<file path="src/rtl/addrctr_pkg.sv">
package addrctr_pkg;
  parameter int unsigned NIB_W    = 4;
  parameter int unsigned NUM_NIBS = 4;
  parameter int unsigned BUS_W    = 8;
endpackage

</file>
<file path="src/rtl/addrctr_nibble.sv">
module addrctr_nibble #(
  parameter int unsigned W = 4
) (
  input  logic         clk,
  input  logic         rst,
  input  logic         load,
  input  logic         step,
  input  logic [W-1:0] ld_data,
  output logic [W-1:0] q
);
  always_ff @(posedge clk) begin
    if (rst)       q <= '0;
    else if (load) q <= ld_data;
    else if (step) q <= q + 1'b1;
  end
endmodule

</file>
<file path="src/rtl/addrctr_strobe.sv">
module addrctr_strobe (
  input  logic clk,
  input  logic rst,
  input  logic rd_en,
  input  logic wr_en,
  output logic oe_n,
  output logic we_n
);
  logic low_phase;

  assign low_phase = ~clk & ~rst;
  assign we_n = ~(low_phase & wr_en);
  assign oe_n = ~(low_phase & rd_en & ~wr_en);
endmodule

</file>
<file path="src/rtl/shift_addr_counter.sv">
module shift_addr_counter
  import addrctr_pkg::*;
#(
  parameter int unsigned P_NIB_W    = NIB_W,
  parameter int unsigned P_NUM_NIBS = NUM_NIBS,
  parameter int unsigned P_BUS_W    = BUS_W,
  localparam int unsigned ADDR_W    = P_NIB_W * P_NUM_NIBS,
  localparam int unsigned BUS_NIBS  = P_BUS_W / P_NIB_W
) (
  input  logic              clk,
  input  logic              rst,
  input  logic              load,
  input  logic              count_en,
  input  logic [P_BUS_W-1:0] bus_in,
  input  logic              rd_en,
  input  logic              wr_en,
  output logic [ADDR_W-1:0] ram_addr,
  output logic              ram_oe_n,
  output logic              ram_we_n
);
  logic [P_NIB_W-1:0] nib_q [P_NUM_NIBS];
  logic [P_NUM_NIBS-1:0] step;

  for (genvar i = 0; i < P_NUM_NIBS; i++) begin : g_stage
    logic [P_NIB_W-1:0] src;

    if (i < BUS_NIBS) begin : g_from_bus
      assign src = bus_in[i*P_NIB_W +: P_NIB_W];
    end else begin : g_from_below
      assign src = nib_q[i-BUS_NIBS];
    end

    if (i == 0) begin : g_step_first
      assign step[i] = count_en;
    end else begin : g_step_chain
      assign step[i] = step[i-1] & (&nib_q[i-1]);
    end

    addrctr_nibble #(.W(P_NIB_W)) u_nib (
      .clk     (clk),
      .rst     (rst),
      .load    (load),
      .step    (step[i]),
      .ld_data (src),
      .q       (nib_q[i])
    );

    assign ram_addr[i*P_NIB_W +: P_NIB_W] = nib_q[i];
  end

  addrctr_strobe u_strobe (
    .clk   (clk),
    .rst   (rst),
    .rd_en (rd_en),
    .wr_en (wr_en),
    .oe_n  (ram_oe_n),
    .we_n  (ram_we_n)
  );

  AST_RESET_CLEARS: assert property (@(posedge clk)
    rst |=> ram_addr == '0);

  AST_LOAD_SHIFTS: assert property (@(posedge clk) disable iff (rst)
    load |=> ram_addr == {$past(ram_addr[ADDR_W-P_BUS_W-1:0]), $past(bus_in)});

  AST_COUNT_STEP: assert property (@(posedge clk) disable iff (rst)
    (count_en && !load) |=> ram_addr == $past(ram_addr) + 1'b1);

  AST_IDLE_HOLDS: assert property (@(posedge clk) disable iff (rst)
    (!count_en && !load) |=> $stable(ram_addr));
endmodule

</file>
<file path="config.mk">
export PLATFORM = sky130hd
export DESIGN_NAME = shift_addr_counter
export DESIGN_NICKNAME = d
export VERILOG_FILES = /design/src/rtl/addrctr_pkg.sv /design/src/rtl/addrctr_nibble.sv /design/src/rtl/addrctr_strobe.sv /design/src/rtl/shift_addr_counter.sv
export SDC_FILE = /design/constraint.sdc
export NUM_CORES = 1
export LEC_CHECK = 0
export ABC_AREA = 1
export BUFFER_PORTS_ARGS = -buffer_cell sky130_fd_sc_hd__buf_4
export CAP_MARGIN = 20
export CORE_AREA = 10 10 52 70
export DETAILED_ROUTE_END_ITERATION = 6
export DIE_AREA = 0 0 62 80
export GPL_TIMING_DRIVEN = 0
export PLACE_DENSITY = 0.72
export SLEW_MARGIN = 20
export SYNTH_ARGS = -nofsm -noshare
export SYNTH_HDL_FRONTEND = slang
export SYNTH_SLANG_ARGS = --single-unit
export TNS_END_PERCENT = 100
</file>
<file path="constraint.sdc">
create_clock -name clk -period 1.4 [get_ports clk]
set_clock_uncertainty 0.1 [all_clocks]
set_input_delay 0.07 -clock clk [delete_from_list [all_inputs] [get_ports clk]]
set_output_delay 0.07 -clock clk [all_outputs]
set_load 0.03 [all_outputs]
</file>
==> results of run 1 <==
## area by class of cell
cell class                 count  area, sq um  share of cell area
buffer                         5         35.0              0.0231
clock buffer                   7         75.1              0.0495
clock inverter                 3         12.5             0.00826
inverter                      15         56.3              0.0372
multi-input combinational    119          663               0.438
sequential                    16          344               0.227
tap                           34         42.5              0.0281
timing repair buffer          36          287               0.189
## power breakdown
group | internal [uW] | leakage (uW) | switching [uW]
combinational | 124 | 0.000556 | 161
clock | 299 | 0.0000522 | 268
sequential | 483 | 0.000136 | 36.8
total | 906 | 0.000745 | 466
## per-layer routing
metal,routed length [um],GRT usage
met5,0,0
met4,85,0.0695
met3,170,0.0430
met2,1530,0.208
met1,1200,0.134
## worst max-delay path: stages
cell and delay [ns]:
buf_8 0.10, buf_8 0.12, inv_2 0.04, nand4_1 0.09, buf_6 0.17
## through the flow
step | hold WS (ns) | TNS [ns] | area (sq um)
floorplan | 0.117 | -0.0335 | 1050
global placement | 0.213 | 0 | 1320
detailed placement | 0.213 | -0.0401 | 1320
CTS | -0.0688 | -0.0596 | 1470
global route | -0.0161 | -0.0870 | 1520
finish | -0.0385 | 0 | 1520
## path summary, 6_finish.rpt
check / endpoint / slack [ns] / cells after the start
worst min-delay path: g_stage[3].u_nib.q[3] / -0.04 / 4
worst max register to register: g_stage[1].u_nib.q[1] / 0.05 / 6
worst min register to register: g_stage[2].u_nib.q[1] / 0.42 / 2
worst max-delay path: ram_oe_n / 0.01 / 5
## cells by family (layout without fill, tap and decap cells)
kind of cell / Yosys count / after routing / share of synthesized area
buffers and inverters: 21 / 66 / 0.0913
AO/OA/AOI/OAI: 19 / 19 / 0.0961
flip-flops: 16 / 16 / 0.308
adder cells (fa/ha/maj): 4 / 4 / 0.0481
XOR/XNOR: 3 / 3 / 0.0252
AND/OR/NAND/NOR: 93 / 93 / 0.431
## placed cells by master, fill, tap and decap left out, types with 3 or more instances in the layout
cell type	netlist	final
o21ai_0	7	7
buf_4	1	33
buf_6	0	3
nand2_4	2	3
dfxtp_2	0	4
dfxtp_4	0	5
dfxtp_1	16	7
dlygate4sd3_1	0	5
nand3_1	15	15
nand2_2	3	3
nand2_1	45	44
nand4_1	3	3
nor2_1	17	17
inv_1	15	15
a21oi_1	9	9
## what timing repair did
item                       4_1_cts  5_1_grt
buffers inserted                 5        0
gates resized for setup          8       12
setup endpoints to repair        4       10
pin swaps                        1        3
hold endpoints to repair         6        1
cloned                           0        0
==> reports/results.ini, run 1 <==
[power_and_ir_drop]
p_leak_uw=0.000745
peakVddDrop_mv=0.793
power_uw=1370
power_density_nw_per_um2=905

[clocking]
hold_buffers=5
tritoncts=yes
ctsHtreeMaxLevel=1
clk-insertion-delay-late_ns=0.30
cts_root_buf=clkbuf_4
cts_buffer_depth=2
clk_pin_slew_ns=0.11
numCtsBuffers=3

[placement]
port_buffers=30
dp_hpwl_mm=2.15
post-place-ws_ns=-0.0401
dpl.cell_count=220
globalplace.congestion=0.804

[logic_synthesis]
yosysUniqueCellTypes=28
synth-edff-count=0
syn_area_per_cell_sq_um=6.67
netlist_instances=156
async_flop_share=0
yosys_warnings=0
synth_area_leaders=dfxtp_1 31%, nand2_1 16%, nand3_1 7.2%
yosys.area.top_type=dfxtp_1
synth_ff_type=dfxtp_1
synth_commonest_cells=45 x nand2_1, 17 x nor2_1, 16 x dfxtp_1
ys_seq_elements=16
synth_top_area_share=0.308
post-synth-top-count-cell=nand2_1
synth_fp_nets=174
syn_area_sq_um=1040
yosysSeqAreaShare=0.308

[die]
dieArea_sq_um=4960
boundaryPins=32
die_h_um=80
core_sq_um=2390
start_util=0.435
die_x_um=62
rows=21

[global_routing]
grt_pass1_wl_mm=4.89
grt_pass1_vias=1161
grtUsageTotal=0.126
overflow=0
grt_max_degree=11
antenna_found_initial=0

[final_layout]
nets=220
largestRegisters=g_stage.u_nib.q: 16 flops
syn2layout_area_growth_pct=45.6
largest_reg_flops=16
regMostFlops=g_stage.u_nib.q
layout-drive-gt1-share=0.338
fin_util=0.634
fin_cells=235
fill_cells=214
n_antenna_cell=0

[critical_path]
r2r-start=g_stage[0].u_nib.q[0]
endpoint_kind=primary output
start_kind=clock port
cp_data_arrival_time_ns=1.22
required_ns=1.23
crit_path_max_fanout=6
setup.worst_path.start=clk
worst-setup-path-type=clock port to primary output

[detailed_routing]
dr.pass1.iters=4
wirelength_mm=2.99
routed_via_density=4.85
wl_per_cell_um=12.7
num_vias=1140
ant_nets=0
drt-initial-drc-count=32
drc=0

[timing]
fin_hold_ws_ns=-0.0385
maxSlewViolCount=0
rsz0062_at_grt=true
tightest_slew_ns=0.504
setup_viol=0
setup_slack_ns=0.0141
hold_viol_final=1
slew_headroom=0.664

[run_status]
violations=hold timing
status=complete, but fails checks

[worst_hold_path]
hp-class=input port to flop
hp-start=rst

[job]
drv_cap=0

No activity file was read; power rests on OpenSTA's default activity.
==> run 2: changes to the inputs <==
--- a/config.mk
+++ b/config.mk
@@ -6,13 +6,12 @@
 export NUM_CORES = 1
 export LEC_CHECK = 0
 export ABC_AREA = 1
-export BUFFER_PORTS_ARGS = -buffer_cell sky130_fd_sc_hd__buf_4
 export CAP_MARGIN = 20
-export CORE_AREA = 10 10 52 70
+export CORE_AREA = 10 10 55 66
 export DETAILED_ROUTE_END_ITERATION = 6
-export DIE_AREA = 0 0 62 80
+export DIE_AREA = 0 0 65 76
+export DONT_BUFFER_PORTS = 1
 export GPL_TIMING_DRIVEN = 0
-export PLACE_DENSITY = 0.72
 export SLEW_MARGIN = 20
 export SYNTH_ARGS = -nofsm -noshare
 export SYNTH_HDL_FRONTEND = slang
==> constraint.sdc (replaced) <==
create_clock -name clk -period 1.5 [get_ports clk]
set_clock_uncertainty 0.1 [all_clocks]
set_input_delay 0.075 -clock clk [delete_from_list [all_inputs] [get_ports clk]]
set_output_delay 0.075 -clock clk [all_outputs]
set_load 0.03 [all_outputs]
==> run 2 against run 1 <==
Against the previous run:
- the run ends with setup timing left
- via count down 6.8%
- clock-buffer cell count fell by 3
- wire length rose by 0.97%
- die area down 0.40%
- critical path depth fell by 1
- combinational power down 43%
- critical endpoint unchanged
- largest cell class unchanged
==> reports/results.ini, run 2 (same netlist as run 1, synthesis figures left out) <==
[run_status]
status=complete, but fails checks  ; unchanged
violations=setup timing  ; was hold timing

[final_layout]
nets=194  ; was 220
final_cell_mix=42 x nand2_1, 16 x nor2_1, 14 x inv_1  ; was 44 x nand2_1, 33 x buf_4, 17 x nor2_1
regMostFlops=g_stage.u_nib.q  ; unchanged
fin_area_sq_um=1370  ; was 1520 sq um
syn2layout_area_growth_pct=31.6  ; was 45.6%
largest_reg_flops=16  ; unchanged
fill_cells=233  ; was 214
regArea_sq_um=350  ; was 344 sq um
layout-drive-gt1-share=0.276  ; was 0.338
n_antenna_cell=0  ; unchanged
multi_input_area_sq_um=719  ; was 663 sq um
largestRegisters=g_stage.u_nib.q: 16 flops  ; unchanged
final_common_cell=nand2_1  ; unchanged

[clocking]
tritoncts=yes  ; unchanged
clk-insertion-delay-late_ns=0.35  ; was 0.30 ns
cts_buffer_depth=2  ; unchanged
clk_pin_slew_ns=0.06  ; was 0.11 ns
ctsHtreeMaxLevel=1  ; unchanged
numCtsBuffers=3  ; unchanged
cts_root_buf=clkbuf_4  ; unchanged

[critical_path]
slowest_stage=nand4_1  ; was buf_6
crit_path_max_fanout=7  ; was 6
rr_worst_depth=8  ; was 6
cp_data_arrival_time_ns=1.37  ; was 1.22 ns
endpoint_kind=primary output  ; unchanged
required_ns=1.32  ; was 1.23 ns
r2r-end=g_stage[2].u_nib.q[3]  ; was g_stage[1].u_nib.q[1]
worstSetupPathDepth=4  ; was 5
slowest_delay_ns=0.32  ; was 0.17 ns
r2r-start=g_stage[1].u_nib.q[0]  ; was g_stage[0].u_nib.q[0]
cpMostUsedCell=clkbuf_8  ; was buf_8
worst-setup-path-type=clock port to primary output  ; unchanged
crit_family=simple AND/OR/NAND/NOR gates  ; was buffers and inverters
crit_chain=clkbuf_8, clkbuf_8, inv_2, nand4_1  ; was buf_8, buf_8, inv_2, nand4_1, buf_6
r2r_slack_ns=-0.01  ; was 0.05 ns
endpoint=ram_oe_n  ; unchanged
setup.worst_path.start=clk  ; unchanged
path_buf_inv=3  ; was 4
start_kind=clock port  ; unchanged

[placement]
globalplace.congestion=0.786  ; was 0.804
port_buffers=0  ; was 30
post_dp_cell_area_sq_um=1090  ; was 1320 sq um
dp_hpwl_mm=2.06  ; was 2.15 mm

[die]
rows=20  ; was 21
boundaryPins=32  ; unchanged
start_util=0.429  ; was 0.435
core_sq_um=2430  ; was 2390 sq um
die_h_um=76  ; was 80 um
dieArea_sq_um=4940  ; was 4960 sq um
die_x_um=65  ; was 62 um

[power_and_ir_drop]
peakVddDrop_mv=0.512  ; was 0.793 mV
p_int_uw=726  ; was 906 uW
p_leak_uw=0.000612  ; was 0.000745 uW
power_density_nw_per_um2=833  ; was 905 nW/um^2
combPwrFrac=0.143  ; was 0.207
p_sw_frac=0.364  ; was 0.340
p_clk_frac=0.381  ; was 0.414
p_switching_uw=416  ; was 466 uW
p_seq_frac=0.476  ; was 0.379

[detailed_routing]
ant_nets=0  ; unchanged
num_vias=1062  ; was 1140
dr.pass1.iters=4  ; unchanged
drc=0  ; unchanged
routed_via_density=5.13  ; was 4.85
wirelength_mm=3.01  ; was 2.99 mm
drt-initial-drc-count=21  ; was 32
wl_per_cell_um=14.6  ; was 12.7 um

[job]
drv_cap=0  ; unchanged

[global_routing]
grt_max_degree=11  ; unchanged
grtUsageTotal=0.118  ; was 0.126
antenna_found_initial=0  ; unchanged
grt_pass1_vias=1065  ; was 1161
overflow=0  ; unchanged
grt_pass1_wl_mm=4.86  ; was 4.89 mm

[timing]
hold_viol_final=0  ; was 1
tightest_slew_ns=0.607  ; was 0.504 ns
maxSlewViolCount=0  ; unchanged
slew_headroom=0.595  ; was 0.664
setup_viol=2  ; was 0
setup_slack_ns=-0.0423  ; was 0.0141 ns
fin_hold_ws_ns=0.0132  ; was -0.0385 ns
rsz0062_at_grt=true  ; unchanged

[worst_hold_path]
hp-class=input port to flop  ; unchanged

## run 2: changes by cell type in the layout (fill, tap and decap cells not counted), moves of 2 or more
cell           previous run  this run
dfxtp_1                   7         4
a21oi_1                   9         7
buf_4                    33         3
nand3_1                  15        12
clkbuf_8                  1         3
a21oi_2                   0         2
buf_8                     2         0
nand3_2                   0         2
dlygate4sd3_1             5        11
buf_6                     3         0
nand2_1                  44        42
dfxtp_2                   4         6
## run 2: per-stage QoR
step	power [uW]	setup slack [ns]	utilization	TNS, ns	instances
after floorplan	688	0.00543	-	0	156
after global placement	718	-0.128	0.448	-0.850	189
after detailed placement	723	-0.152	0.448	-1.11	189
after CTS	1120	-0.0702	0.521	-0.144	205
after global routing	1210	-0.0765	0.564	-0.234	207
final	1140	-0.0423	0.564	-0.0534	207
## run 2: per-layer routing
layer | global-route usage | part of all wire | vias to the layer above
met2 | 0.196 | 0.50 | 31
met5 | 0 | 0 | -
met1 | 0.128 | 0.40 | 480
met4 | 0.0579 | 0.020 | 0
li1 | - | - | 545
met3 | 0.0426 | 0.074 | 6
## run 2: tightest hold or removal path: stages
cell and delay, ns:
nand2_1 0.07, o211ai_1 0.08, nand2_1 0.06, inv_1 0.03
## run 2: worst min path at each step
stage                   from                    end  slack (ns)  cells after the start
finish              count_en  g_stage[0].u_nib.q[0]        0.01                      4
global route        count_en  g_stage[0].u_nib.q[3]        0.05                      4
CTS                 count_en  g_stage[0].u_nib.q[3]       0.006                      4
detailed placement       rst  g_stage[3].u_nib.q[3]        0.14                      3
global placement         rst  g_stage[3].u_nib.q[3]        0.14                      3
floorplan                rst  g_stage[3].u_nib.q[3]        0.12                      3
## run 2: power groups by stage
stage	Clock (uW)	Combinational, uW	Sequential (uW)
floorplan	46.4	104	537
global placement	46.4	122	549
detailed placement	46.4	126	551
CTS	429	152	541
global route	472	187	550
finish	435	163	543
## run 2: cell type report
type                       instances  share of cell area
buffer                             5              0.0256
tap                               33              0.0301
timing repair buffer              12              0.0858
sequential                        16               0.256
clock buffer                       4              0.0311
multi-input combinational        120               0.525
clock inverter                     2             0.00548
inverter                          15              0.0411
## run 2: what timing repair did
action                                  in CTS  in global routing
resized for setup                           14                 22
endpoints found under the hold margin        9                  0
pin swaps                                    1                  7
hold buffers                                11                  0
cloned                                       0                  1
endpoints found under the setup margin      13                 14
buffers inserted                             1                  1
